**src/rtl/tsx_pkg.sv**
```systemverilog
package tsx_pkg;

    localparam int TSX_W = 16;

    typedef enum logic [1:0] {
        MODE_16X1 = 2'd0,
        MODE_8X2  = 2'd1,
        MODE_4X4  = 2'd2,
        MODE_4X4B = 2'd3
    } tsx_mode_e;

    typedef enum logic [2:0] {
        S_IDLE,
        S_STAMP,
        S_PAD,
        S_FETCH,
        S_EMIT
    } tsx_state_e;

    typedef struct packed {
        tsx_mode_e         mode;
        logic [TSX_W-1:0]  limit;
    } tsx_cfg_t;

    // log2 of samples carried by one event word
    function automatic logic [1:0] spe_shift(tsx_mode_e m);
        case (m)
            MODE_16X1: return 2'd0;
            MODE_8X2:  return 2'd1;
            default:   return 2'd2;
        endcase
    endfunction

    // index of the final sample within one event word
    function automatic logic [1:0] spe_last(tsx_mode_e m);
        case (m)
            MODE_16X1: return 2'd0;
            MODE_8X2:  return 2'd1;
            default:   return 2'd3;
        endcase
    endfunction

endpackage

```
**src/rtl/tsx_gap_calc.sv**
```systemverilog
module tsx_gap_calc
    import tsx_pkg::*;
#(
    parameter int W      = TSX_W,
    parameter int EVENTS = 7,
    parameter int PAD_W  = W + 3
) (
    input  logic [W-1:0]     ts,
    input  logic [W-1:0]     prev,
    input  logic             first,
    input  logic [1:0]       shift,
    output logic [PAD_W-1:0] pad_len
);
    logic [W-1:0]     gap;
    logic [PAD_W-1:0] excess;

    always_comb begin
        gap    = first ? W'(1) : (ts - prev);
        excess = PAD_W'(gap) - PAD_W'(EVENTS);
        if (gap > W'(EVENTS))
            pad_len = excess << shift;
        else
            pad_len = '0;
    end
endmodule

```
**src/rtl/tsx_lane_unpack.sv**
```systemverilog
module tsx_lane_unpack
    import tsx_pkg::*;
#(
    parameter int W = TSX_W
) (
    input  logic [W-1:0] ev,
    input  tsx_mode_e    mode,
    input  logic [1:0]   k,
    output logic [W-1:0] smp
);
    logic [W-1:0] s1, s2, s4;

    genvar l;
    generate
        for (l = 0; l < W; l++) begin : g_lane
            assign s1[l] = ev[l];
            if (l < W/2) begin : g_pair
                assign s2[l] = k[0] ? ev[2*l+1] : ev[2*l];
            end else begin : g_pair_zero
                assign s2[l] = 1'b0;
            end
            if (l < W/4) begin : g_quad
                logic [3:0] quad;
                assign quad  = ev[4*l+3 : 4*l];
                assign s4[l] = quad[k];
            end else begin : g_quad_zero
                assign s4[l] = 1'b0;
            end
        end
    endgenerate

    always_comb begin
        case (mode)
            MODE_16X1: smp = s1;
            MODE_8X2:  smp = s2;
            default:   smp = s4;
        endcase
    end
endmodule

```
**src/rtl/ts_cluster_expander.sv**
```systemverilog
module ts_cluster_expander
    import tsx_pkg::*;
#(
    parameter int CHUNK_CLUSTERS     = 64,
    parameter int EVENTS_PER_CLUSTER = 7
) (
    input  logic             clk,
    input  logic             rst,
    input  logic             start,
    input  logic [1:0]       mode,
    input  logic [TSX_W-1:0] limit_ts,
    input  logic [TSX_W-1:0] in_word,
    input  logic             in_valid,
    output logic             in_ready,
    output logic [TSX_W-1:0] out_data,
    output logic             out_valid,
    input  logic             out_ready
);
    localparam int PAD_W = TSX_W + 3;
    localparam int CLU_W = (CHUNK_CLUSTERS > 1) ? $clog2(CHUNK_CLUSTERS) : 1;
    localparam int EV_W  = $clog2(EVENTS_PER_CLUSTER + 1);

    tsx_state_e       st;
    tsx_cfg_t         cfg_q;
    logic [TSX_W-1:0] prev_q, last_q, ev_q;
    logic             first_q;
    logic [PAD_W-1:0] pad_q, pad_len;
    logic [1:0]       k_q;
    logic [EV_W-1:0]  ev_idx_q;
    logic [CLU_W-1:0] clu_q;
    logic [TSX_W-1:0] unpacked;
    logic             past_limit;

    tsx_gap_calc #(.W(TSX_W), .EVENTS(EVENTS_PER_CLUSTER), .PAD_W(PAD_W)) u_gap (
        .ts      (in_word),
        .prev    (prev_q),
        .first   (first_q),
        .shift   (spe_shift(cfg_q.mode)),
        .pad_len (pad_len)
    );

    tsx_lane_unpack #(.W(TSX_W)) u_unpack (
        .ev   (ev_q),
        .mode (cfg_q.mode),
        .k    (k_q),
        .smp  (unpacked)
    );

    assign past_limit = (cfg_q.limit != '0) && (in_word > cfg_q.limit);
    assign in_ready   = (st == S_STAMP) || (st == S_FETCH);
    assign out_valid  = (st == S_PAD) || (st == S_EMIT);
    assign out_data   = (st == S_PAD) ? last_q : unpacked;

    always_ff @(posedge clk) begin
        if (rst) begin
            st       <= S_IDLE;
            cfg_q    <= '0;
            prev_q   <= '0;
            last_q   <= '0;
            ev_q     <= '0;
            first_q  <= 1'b1;
            pad_q    <= '0;
            k_q      <= '0;
            ev_idx_q <= '0;
            clu_q    <= '0;
        end else begin
            case (st)
                S_IDLE: if (start) begin
                    cfg_q.mode  <= tsx_mode_e'(mode);
                    cfg_q.limit <= limit_ts;
                    first_q     <= 1'b1;
                    last_q      <= '0;
                    clu_q       <= '0;
                    st          <= S_STAMP;
                end
                S_STAMP: if (in_valid) begin
                    if (past_limit) begin
                        st <= S_IDLE;
                    end else begin
                        prev_q   <= in_word;
                        first_q  <= 1'b0;
                        pad_q    <= pad_len;
                        ev_idx_q <= '0;
                        st       <= (pad_len != '0) ? S_PAD : S_FETCH;
                    end
                end
                S_PAD: if (out_ready) begin
                    pad_q <= pad_q - 1'b1;
                    if (pad_q == PAD_W'(1)) st <= S_FETCH;
                end
                S_FETCH: if (in_valid) begin
                    ev_q <= in_word;
                    k_q  <= '0;
                    st   <= S_EMIT;
                end
                S_EMIT: if (out_ready) begin
                    last_q <= unpacked;
                    if (k_q == spe_last(cfg_q.mode)) begin
                        k_q <= '0;
                        if (ev_idx_q == EV_W'(EVENTS_PER_CLUSTER - 1)) begin
                            clu_q <= clu_q + 1'b1;
                            st    <= (clu_q == CLU_W'(CHUNK_CLUSTERS - 1)) ? S_IDLE : S_STAMP;
                        end else begin
                            ev_idx_q <= ev_idx_q + 1'b1;
                            st       <= S_FETCH;
                        end
                    end else begin
                        k_q <= k_q + 1'b1;
                    end
                end
                default: st <= S_IDLE;
            endcase
        end
    end

    AST_HOLD_SAMPLE: assert property (@(posedge clk) disable iff (rst)
        out_valid && !out_ready |=> out_valid && $stable(out_data));

    AST_ZERO_EXT_EIGHT: assert property (@(posedge clk) disable iff (rst)
        out_valid && cfg_q.mode == MODE_8X2 |-> out_data[15:8] == 8'h00);

    AST_ZERO_EXT_FOUR: assert property (@(posedge clk) disable iff (rst)
        out_valid && cfg_q.mode[1] |-> out_data[15:4] == 12'h000);

    AST_ONE_SIDE: assert property (@(posedge clk) disable iff (rst)
        !(in_ready && out_valid));

    AST_LIMIT_STOP: assert property (@(posedge clk) disable iff (rst)
        st == S_STAMP && in_valid && past_limit |=> !in_ready && !out_valid);

endmodule

```
**config.mk**
```make
export PLATFORM = sky130hd
export DESIGN_NAME = ts_cluster_expander
export DESIGN_NICKNAME = d
export VERILOG_FILES = /design/src/rtl/tsx_pkg.sv /design/src/rtl/tsx_gap_calc.sv /design/src/rtl/tsx_lane_unpack.sv /design/src/rtl/ts_cluster_expander.sv
export SDC_FILE = /design/constraint.sdc
export NUM_CORES = 1
export LEC_CHECK = 0
export BUFFER_PORTS_ARGS = -buffer_cell sky130_fd_sc_hd__buf_2
export CAP_MARGIN = 20
export CORE_MARGIN = 2
export CORE_UTILIZATION = 25
export CTS_BUF_LIST = sky130_fd_sc_hd__clkbuf_4 sky130_fd_sc_hd__clkbuf_8
export DETAILED_ROUTE_END_ITERATION = 8
export MAX_ROUTING_LAYER = met4
export PLACE_DENSITY_LB_ADDON = 0.1
export SLEW_MARGIN = 20
export SYNTH_ARGS = -nofsm -noshare
export SYNTH_HDL_FRONTEND = slang
export SYNTH_SLANG_ARGS = --single-unit
export TNS_END_PERCENT = 30
```
**constraint.sdc**
```tcl
create_clock -name clk -period 3.3 [get_ports clk]
set_input_delay 0.33 -clock clk [delete_from_list [all_inputs] [get_ports clk]]
set_output_delay 0.33 -clock clk [all_outputs]
set_load 0.02 [all_outputs]
```
==> impl_metrics.json, run 1 <==
{
  "num-fill-cells": 3155,
  "synth_cells": 991,
  "leakagePower_uw": 0.00365,
  "num_antenna_cells": 0,
  "die-height_um": 174,
  "start_kind": "flip-flop",
  "cts.sinks": 100,
  "r2r_end": "st[0]",
  "min_path_type": "input pin to flip-flop",
  "routed_via_density": 4.86,
  "clock-root-buffer": "clkbuf_8",
  "cts_tree": "built",
  "finalCritPeriodShare_pct": 99.8,
  "cts_buffers": 9,
  "area_growth_pct": 28.2,
  "antenna_found_initial": 0,
  "multi_input_area_um2": 5110,
  "regArea_um2": 2010,
  "pwr-share-comb_pct": 64.0,
  "wl_per_cell_um": 16.7,
  "hpwl_um": 19100,
  "power.switching_uw": 3150,
  "ant_nets": 0,
  "synth-seq-cells": 100,
  "grt_pass1_wl_um": 40200,
  "grt_pass1_vias": 7229,
  "yosys.area.top_type": "dfxtp_1",
  "arrival_ps": 3610,
  "timing.critical_path.from": "prev_q[8]",
  "synth.distinct_cells": 87,
  "fp.dieArea_um2": 30300,
  "die_w_um": 174,
  "outcome": "finished clean",
  "rsz0062_at_grt": "true",
  "maxSlewViolCount": 0,
  "portBuffers": 56,
  "r2r_slack_ps": 6,
  "synth_common_cells": "nand2_1, a21oi_1, nor2_1",
  "worst-slew-pin-transition_ps": 820,
  "min_period_ps": 3290,
  "drv_cap": 0,
  "r2r-start": "prev_q[8]",
  "p_per_area_nw_per_um2": 724,
  "place_area_um2": 8740,
  "final_area_um2": 9280,
  "drt_iter0_drc": 352,
  "max-slew-margin-rel_pct": 45.2,
  "critPathMaxFanout": 5,
  "hold_start": "limit_ts[9]",
  "peakVddDrop_v": 0.000306,
  "hold_buffers": 0,
  "first_pass_iters": 5,
  "p_sw_share_pct": 46.8,
  "yosysTopAreaCellShare_pct": 27.6,
  "synth_fp_nets": 1068,
  "htree_levels": 3,
  "max_clock_freq_ghz": 0.304,
  "clkPwrFrac_pct": 13.2,
  "cts.clk_slew.worst_paths_ps": 140,
  "gp_congestion": 0.832,
  "dr_total_vias": 7362,
  "required_ps": 3620,
  "reg2reg_depth": 16,
  "synth_edf_count": 0,
  "grt_max_degree": 55,
  "clk_path_buf_depth": 2,
  "nNetsFinal": 1202,
  "whs_path_depth": 3,
  "internal-power_uw": 3570,
  "drc": 0,
  "worstSkewPairLatency_ps": 420,
  "ys_warn_count": 0,
  "layout-drive-gt1-share_pct": 25.8,
  "endpoint_kind": "flip-flop",
  "synthFlopType": "dfxtp_1",
  "initial_core_util_pct": 25.3,
  "core_um2": 28600,
  "min_to": "cfg_q[9]",
  "async_reset_ff_share_pct": 0,
  "setup_viol": 0,
  "hold_violations": 0,
  "synth.most_common_cell": "nand2_1",
  "avgSynthCellArea_um2": 7.31,
  "setup_tns_ps": 0,
  "power.sequential.fraction_pct": 22.8,
  "netlist_area_um2": 7240,
  "grt.overflow.total": 0,
  "num_rows": 62,
  "grt_usage_pct": 17.3,
  "boundaryPins": 57,
  "clock_skew_ps": 35.3,
  "synthTopCellsByArea": "dfxtp_1, nand2_1, a21oi_1, ha_1, nor2_1",
  "ys_seq_area_share_pct": 27.6,
  "critPathKind": "flip-flop to flip-flop",
  "routed_wl_um": 25200
}
==> power groups by stage <==
stage                     logic, uW  registers (uW)  clock network, uW
after CTS                      4090            1530                927
after detailed placement       4020            1550                  0
after global placement         4050            1560                  0
after global routing           4770            1560                963
final                          4300            1530                888
after floorplan                2520            1490                  0
==> worst max-delay path, stage by stage (launching register included) <==
cell      delay (ps)
dfxtp_2          360
inv_2             50
ha_4             240
a21oi_4          140
o21ai_2           80
or4b_1           480
o221a_1          280
a311oi_2         320
buf_4            170
o31ai_2           70
buf_4            170
buf_4            130
a21oi_2          140
a21o_1           100
a32o_1           190
a31oi_2          100
o41ai_2          190
==> worst max path at each step <==
| stage | endpoint | slack [ps] | depth (start not counted) |
|---|---|---|---|
| CTS | pad_q[13] | -70 | 13 |
| global placement | st[0] | -220 | 15 |
| finish | st[0] | 6 | 16 |
| floorplan | pad_q[13] | -10 | 13 |
| global route | pad_q[13] | -170 | 13 |
| detailed placement | pad_q[13] | -230 | 13 |
==> layout make-up <==
type | count | area share, %
multi-input cells | 783 | 55.0
flip-flops and latches | 100 | 21.7
clock inverters | 7 | 0.957
well taps | 384 | 5.18
inverters | 45 | 1.82
clock buffers | 9 | 1.33
repair buffers | 186 | 14.0
==> layer usage <==
layer | vias to the layer above | track usage (%) | part of all wire, %
li1 | 3784 | - | -
met1 | 3481 | 22.1 | 48
met2 | 80 | 29.2 | 49
met3 | 17 | 2.19 | 2.1
met4 | 0 | 3.71 | 1.3
met5 | - | - | 0
==> cell families after synthesis <==
family	synth area share, %
xor gates and xnor gates	2.90
and+or+nand+nor	26.9
buffers and inverters	5.89
DFF	27.6
muxes	5.32
AOI/OAI and AO/OA	24.7
adders and majority gates	6.67
==> per-stage QoR <==
stage               cells  hold slack (ps)  setup WS (ps)  total power [uW]  util [%]
floorplan             991              436          -13.9              4010         -
global placement     1491              459           -221              5600      30.5
detailed placement   1491              459           -227              5580      30.5
CTS                  1508              102          -65.7              6540      31.6
global route         1514              129           -169              7290      32.4
finish               1514              133           5.75              6720      32.4
==> sequential cells by signal (all words and copies together), names as in the netlist <==
register and flops:
last_q 16, k_q 2, pad_q 19, ev_q 16, st 3, first_q 1
ev_idx_q 3, clu_q 6, prev_q 16, cfg_q 18
==> layout by cell type (no fill, tap or decap), drive strengths merged, types with 12 or more instances in the layout <==
cell type and count:
nand3 44, dfxtp 100, ha 37, mux2i 31, o21ai 43, nor3 32
a21o 14, nand4 12, buf 186, nand2 154, inv 47, a211oi 21
xnor2 15, nor4 13, nor2 102, a21oi 111
==> timing repair <==
item | 4_1_cts | 5_1_grt
endpoints found under the setup margin | 12 | 20
resized for setup | 24 | 42
setup buffers | 1 | 6
pin swaps | 8 | 15
(Power assumes the default switching activity.)
==> inputs of run 2 (changes only) <==
Settings changed: PLACE_DENSITY_LB_ADDON 0.1 to default.
==> run 2 against run 1 <==
Non-clock buffer count fell by 3. Critical path depth decreased by 4. Global-route usage shrank 2.3 points. Fmax is 0.69% higher. Worst hold slack improved by 9.4 ps. Count of clock-buffer cells in the layout stayed put. Register-to-register slack better by 20 ps. Sequential power about the same.
==> impl_metrics.json, run 2 (same netlist as run 1, synthesis figures left out) <==
{
  "portBuffers": 56,
  "arrival_ps": 3600,
  "die-height_um": 174,
  "outcome": "finished clean",
  "routed_wl_um": 22500,
  "path_cells": "inv_2 > ha_4 > nand3_4 > or3_4 > a21o_1 > a311oi_4 > nand3_2 > and4bb_1 > mux2_4 > a221o_1 > or3_1 > a31oi_1",
  "r2r-start": "prev_q[8]",
  "drt_iter0_drc": 422,
  "max_clock_freq_ghz": 0.306,
  "cts.sinks": 100,
  "routed_via_density": 4.96,
  "worstSkewPairLatency_ps": 410,
  "hold_start": "limit_ts[15]",
  "critical-path-top-delay-family": "simple AND/OR/NAND/NOR gates",
  "hpwl_um": 16900,
  "largestRegisters": "pad_q x19, cfg_q x18",
  "rsz0062_at_grt": "true",
  "peakVddDrop_v": 0.000351,
  "drv_cap": 0,
  "nNetsFinal": 1199,
  "cts.clk_slew.worst_paths_ps": 120,
  "place_area_um2": 8680,
  "boundaryPins": 57,
  "clock_skew_ps": 13.7,
  "initial_core_util_pct": 25.3,
  "dr_total_vias": 7499,
  "endpoint_kind": "flip-flop",
  "fp.dieArea_um2": 30300,
  "hold_buffers": 0,
  "cts_tree": "built",
  "leakagePower_uw": 0.00364,
  "core_um2": 28600,
  "num_rows": 62,
  "critPathKind": "flip-flop to flip-flop",
  "antenna_found_initial": 0,
  "grt_pass1_vias": 7205,
  "ant_nets": 0,
  "setup_viol": 0,
  "cts_buffers": 9,
  "dp_cells": 1484,
  "maxSlewViolCount": 0,
  "worst-slew-pin-transition_ps": 753,
  "grt_usage_pct": 15.0,
  "crit_buf_inv": 1,
  "wl_per_cell_um": 14.9,
  "max-slew-margin-rel_pct": 49.7,
  "min_path_type": "input pin to flip-flop",
  "grt.overflow.total": 0,
  "instances_no_fill": 1511,
  "num_antenna_cells": 0,
  "required_ps": 3630,
  "final_common_cell": "nand2_1",
  "timing.critical_path.from": "prev_q[8]",
  "finalCritPeriodShare_pct": 99.1,
  "p_per_area_nw_per_um2": 698,
  "critPathMaxFanout": 5,
  "htree_levels": 3,
  "clk_path_buf_depth": 2,
  "final_area_um2": 9320,
  "die_w_um": 174,
  "hold_violations": 0,
  "slowest_delay_ps": 400,
  "start_kind": "flip-flop",
  "first_pass_iters": 5,
  "largest_reg_flops": 19,
  "final_cell_mix": "nand2_1, buf_4, a21oi_1, nor2_1, dfxtp_1",
  "gp_congestion": 0.894,
  "crit_slowest_cell": "or3_4",
  "grt_max_degree": 56,
  "min_period_ps": 3270,
  "drc": 0,
  "largest_register": "pad_q",
  "layout-drive-gt1-share_pct": 25.8,
  "grt_pass1_wl_um": 36300,
  "clock-root-buffer": "clkbuf_8",
  "area_growth_pct": 28.7
}
-- run 2: changes by cell type in the layout (fill, tap and decap cells not counted), moves of 3 or more --
cell	delta
a211oi_2	+4
a211oi_1	-3
nor3_1	-3
buf_4	-4
ha_4	+3
a21oi_1	+3
a21oi_2	-3
nor3_2	+4
o21ai_1	-4
ha_1	-3
-- run 2: what timing repair did --
item	CTS	global route
pin swaps	7	25
resized for setup	11	56
buffers inserted	3	9
endpoints found under the setup margin	9	20
-- run 2: power breakdown --
part	internal [uW]	switching (uW)
sequential	1370	164
combinational	1810	2310
clock	310	544
-- run 2: tightest hold or removal path, cell delays in order --
cell	delay (ps)
buf_2	90
nand2_1	40
a21oi_1	50
-- run 2: layout make-up --
| class | instances | area [um^2] |
|---|---|---|
| sequential | 100 | 2010 |
| inverter | 45 | 169 |
| clock buffer | 9 | 124 |
| tap | 384 | 480 |
| fill | 3048 | 19300 |
| multi-input combinational | 783 | 5180 |
| timing repair buffer | 183 | 1270 |
| clock inverter | 7 | 91.3 |
-- run 2: per-layer routing --
metal | track usage [%] | vias up | wire length, um
met3 | 2.21 | 35 | 673
met4 | 4.38 | 0 | 544
met1 | 18.3 | 3554 | 10200
met5 | - | - | 0
li1 | - | 3786 | -
met2 | 25.5 | 124 | 11000
-- run 2: stage by stage --
step | TNS (ps) | power [uW] | util (%) | worst slack, ps | hold slack, ps
floorplan | -13.9 | 4010 | - | -13.9 | 436
global placement | -595 | 5360 | 30.3 | -118 | 449
detailed placement | -1000 | 5400 | 30.3 | -156 | 456
CTS | 0 | 6310 | 31.4 | 0.960 | 118
global route | -685 | 7030 | 32.6 | -119 | 133
finish | 0 | 6510 | 32.6 | 28.3 | 142
-- run 2: worst paths after layout --
check	depth (start not counted)	slack (ps)	to
max	12	30	pad_q[13]
min	3	140	cfg_q[15]
min reg2reg	2	470	ev_q[0]
max reg2reg	12	30	pad_q[13]
==> inputs of run 3 (changes only) <==
Settings changed: SETUP_SLACK_MARGIN from default to 0.5.
==> run 3 against run 2 <==
Combinational power grew 2%. Cell area shrank 1.0%. Sequential share of layout area grew 0.21 points. Worst hold slack gained 25 ps. Clock skew grew 4.2 ps. Count of clock-buffer cells in the layout grew 1. Wire length shrank 4.1%. Power grew 1.7%. Via count shrank 2.1%. Clock power grew 4.7%. Worst setup slack gained 36 ps. Flip-flop and latch count is the same. Critical path type unchanged. Largest cell class unchanged. Largest power group unchanged.
==> impl_metrics.json, run 3 (same netlist as run 1, synthesis figures left out) <==
{
  "finalCritPeriodShare_pct": 98.1,
  "required_ps": 3610,
  "core_um2": 28600,
  "pwr-share-comb_pct": 63.4,
  "nNetsFinal": 1181,
  "routed_wl_um": 21500,
  "cp_common_cell": "buf_4",
  "dr_total_vias": 7343,
  "met1_usage_pct": 17.5,
  "timing.critical_path.from": "prev_q[8]",
  "routed_via_density": 4.92,
  "num-fill-cells": 3037,
  "final_cell_mix": "nand2_1, a21oi_1, buf_4, nor2_1, dfxtp_1",
  "drt_iter0_drc": 444,
  "global_route.usage.met3_pct": 1.36,
  "num_rows": 62,
  "max-slew-margin-rel_pct": 52.1,
  "reg2reg_depth": 14,
  "min_period_ps": 3240,
  "grt.overflow.total": 0,
  "dp_slack_ps": -249,
  "drv_cap": 0,
  "rsz0062_at_grt": "true",
  "critPathKind": "flip-flop to flip-flop",
  "hold_violations": 0,
  "power.sequential.fraction_pct": 23.1,
  "peakVddDrop_v": 0.000277,
  "endpoint_kind": "flip-flop",
  "hold_start": "limit_ts[3]",
  "htree_levels": 3,
  "dp_cells": 1466,
  "cts_tree": "built",
  "min_path_type": "input pin to flip-flop",
  "slowest_delay_ps": 460,
  "maxSlewViolCount": 0,
  "ant_nets": 0,
  "hold_slack_ps": 167,
  "leakagePower_uw": 0.00356,
  "largest_register": "pad_q",
  "grt.met2_usage_pct": 24.8,
  "cts_buffers": 9,
  "grt_usage_pct": 14.6,
  "worst-slew-pin-transition_ps": 717,
  "die-height_um": 174,
  "arrival_ps": 3550,
  "wl_per_cell_um": 14.4,
  "r2r-start": "prev_q[8]",
  "critPathMaxFanout": 6,
  "setup_ws_ps": 64.0,
  "hpwl_um": 16200,
  "layout-drive-gt1-share_pct": 24.5,
  "crit_slowest_cell": "or4b_1",
  "area_growth_pct": 27.4,
  "clock-root-buffer": "clkbuf_8",
  "initial_core_util_pct": 25.3,
  "num_antenna_cells": 0,
  "largest_reg_flops": 19,
  "portBuffers": 56,
  "clk_path_buf_depth": 2,
  "clock_skew_ps": 17.9,
  "p_per_area_nw_per_um2": 718,
  "antenna_found_initial": 0,
  "final_common_cell": "nand2_1",
  "cts.clk_slew.worst_paths_ps": 120,
  "start_kind": "flip-flop",
  "power.switching_uw": 3030,
  "p_sw_share_pct": 45.8,
  "clkPwrFrac_pct": 13.5,
  "worstSkewPairLatency_ps": 400,
  "max_clock_freq_ghz": 0.309,
  "first_pass_iters": 4,
  "die_w_um": 174,
  "grt.busiest_layer": "met2",
  "cts.sinks": 100,
  "grt_max_degree": 53,
  "grt_pass1_wl_um": 35400,
  "setup_viol": 0,
  "outcome": "finished clean",
  "boundaryPins": 57,
  "grt_pass1_vias": 7025,
  "largestRegisters": "pad_q x19, cfg_q x18",
  "internal-power_uw": 3590,
  "instances_no_fill": 1493,
  "gp_congestion": 0.850,
  "whs_path_depth": 3,
  "fp.dieArea_um2": 30300,
  "path_cells": "inv_2 > ha_4 > a21oi_4 > o21ai_2 > or4b_1 > o221a_1 > a311oi_4 > o31ai_4 > buf_4 > and2_4 > buf_4 > a21o_1 > a32o_1 > a211oi_1",
  "drc": 0
}
==> run 3: what timing repair did <==
action / in CTS / in global routing
hold buffers: 0 / 0
resized for setup: 36 / 21
endpoints found under the hold margin: 0 / 0
pin swaps: 17 / 11
setup buffers: 8 / 3
setup endpoints to repair: 20 / 32
==> run 3: cell type report <==
type / count / area, um^2 / share of cell area (%)
Inverter: 45 / 174 / 1.89
Clock buffer: 10 / 131 / 1.42
Sequential cell: 100 / 2010 / 21.8
Timing Repair Buffer: 165 / 1150 / 12.4
Clock inverter: 6 / 82.6 / 0.895
Multi-Input combinational cell: 783 / 5200 / 56.4
Tap cell: 384 / 480 / 5.21
==> run 3: metal layers <==
metal | part of all wire [%] | wire length (um)
met4 | 3.7 | 802
met2 | 48 | 10400
met5 | 0 | 0
met3 | 2.4 | 522
met1 | 46 | 9810
==> run 3: critical path: cells and delay by family, from the launching register on <==
| kind | cells | cell delay, ps |
|---|---|---|
| AO/OA/AOI/OAI | 8 | 1610 |
| AND/OR/NAND/NOR | 2 | 600 |
| flip-flops | 1 | 350 |
| buffers and inverters | 3 | 330 |
| adder cells (fa/ha/maj) | 1 | 240 |
==> run 3: power groups by stage <==
stage                     clock (uW)  sequential (uW)  combinational (uW)
final                            895             1530                4200
after global routing             961             1550                4630
after CTS                        922             1520                4010
after detailed placement           0             1550                3790
after global placement             0             1540                3750
after floorplan                    0             1490                2570
==> run 3: path summary, 6_finish.rpt <==
check,end,slack [ps]
min,cfg_q[3],170
max reg2reg,pad_q[9],60
min reg2reg,ev_q[0],470
max,pad_q[9],60
==> run 3: stage by stage <==
stage,power (uW),cell area [um^2],utilization (%),TNS (ps)
after floorplan,4060,7350,-,0
after global placement,5300,8610,30.1,-559
after detailed placement,5340,8610,30.1,-879
after CTS,6450,9100,31.8,0
after global routing,7140,9230,32.2,-355
final,6620,9230,32.2,0
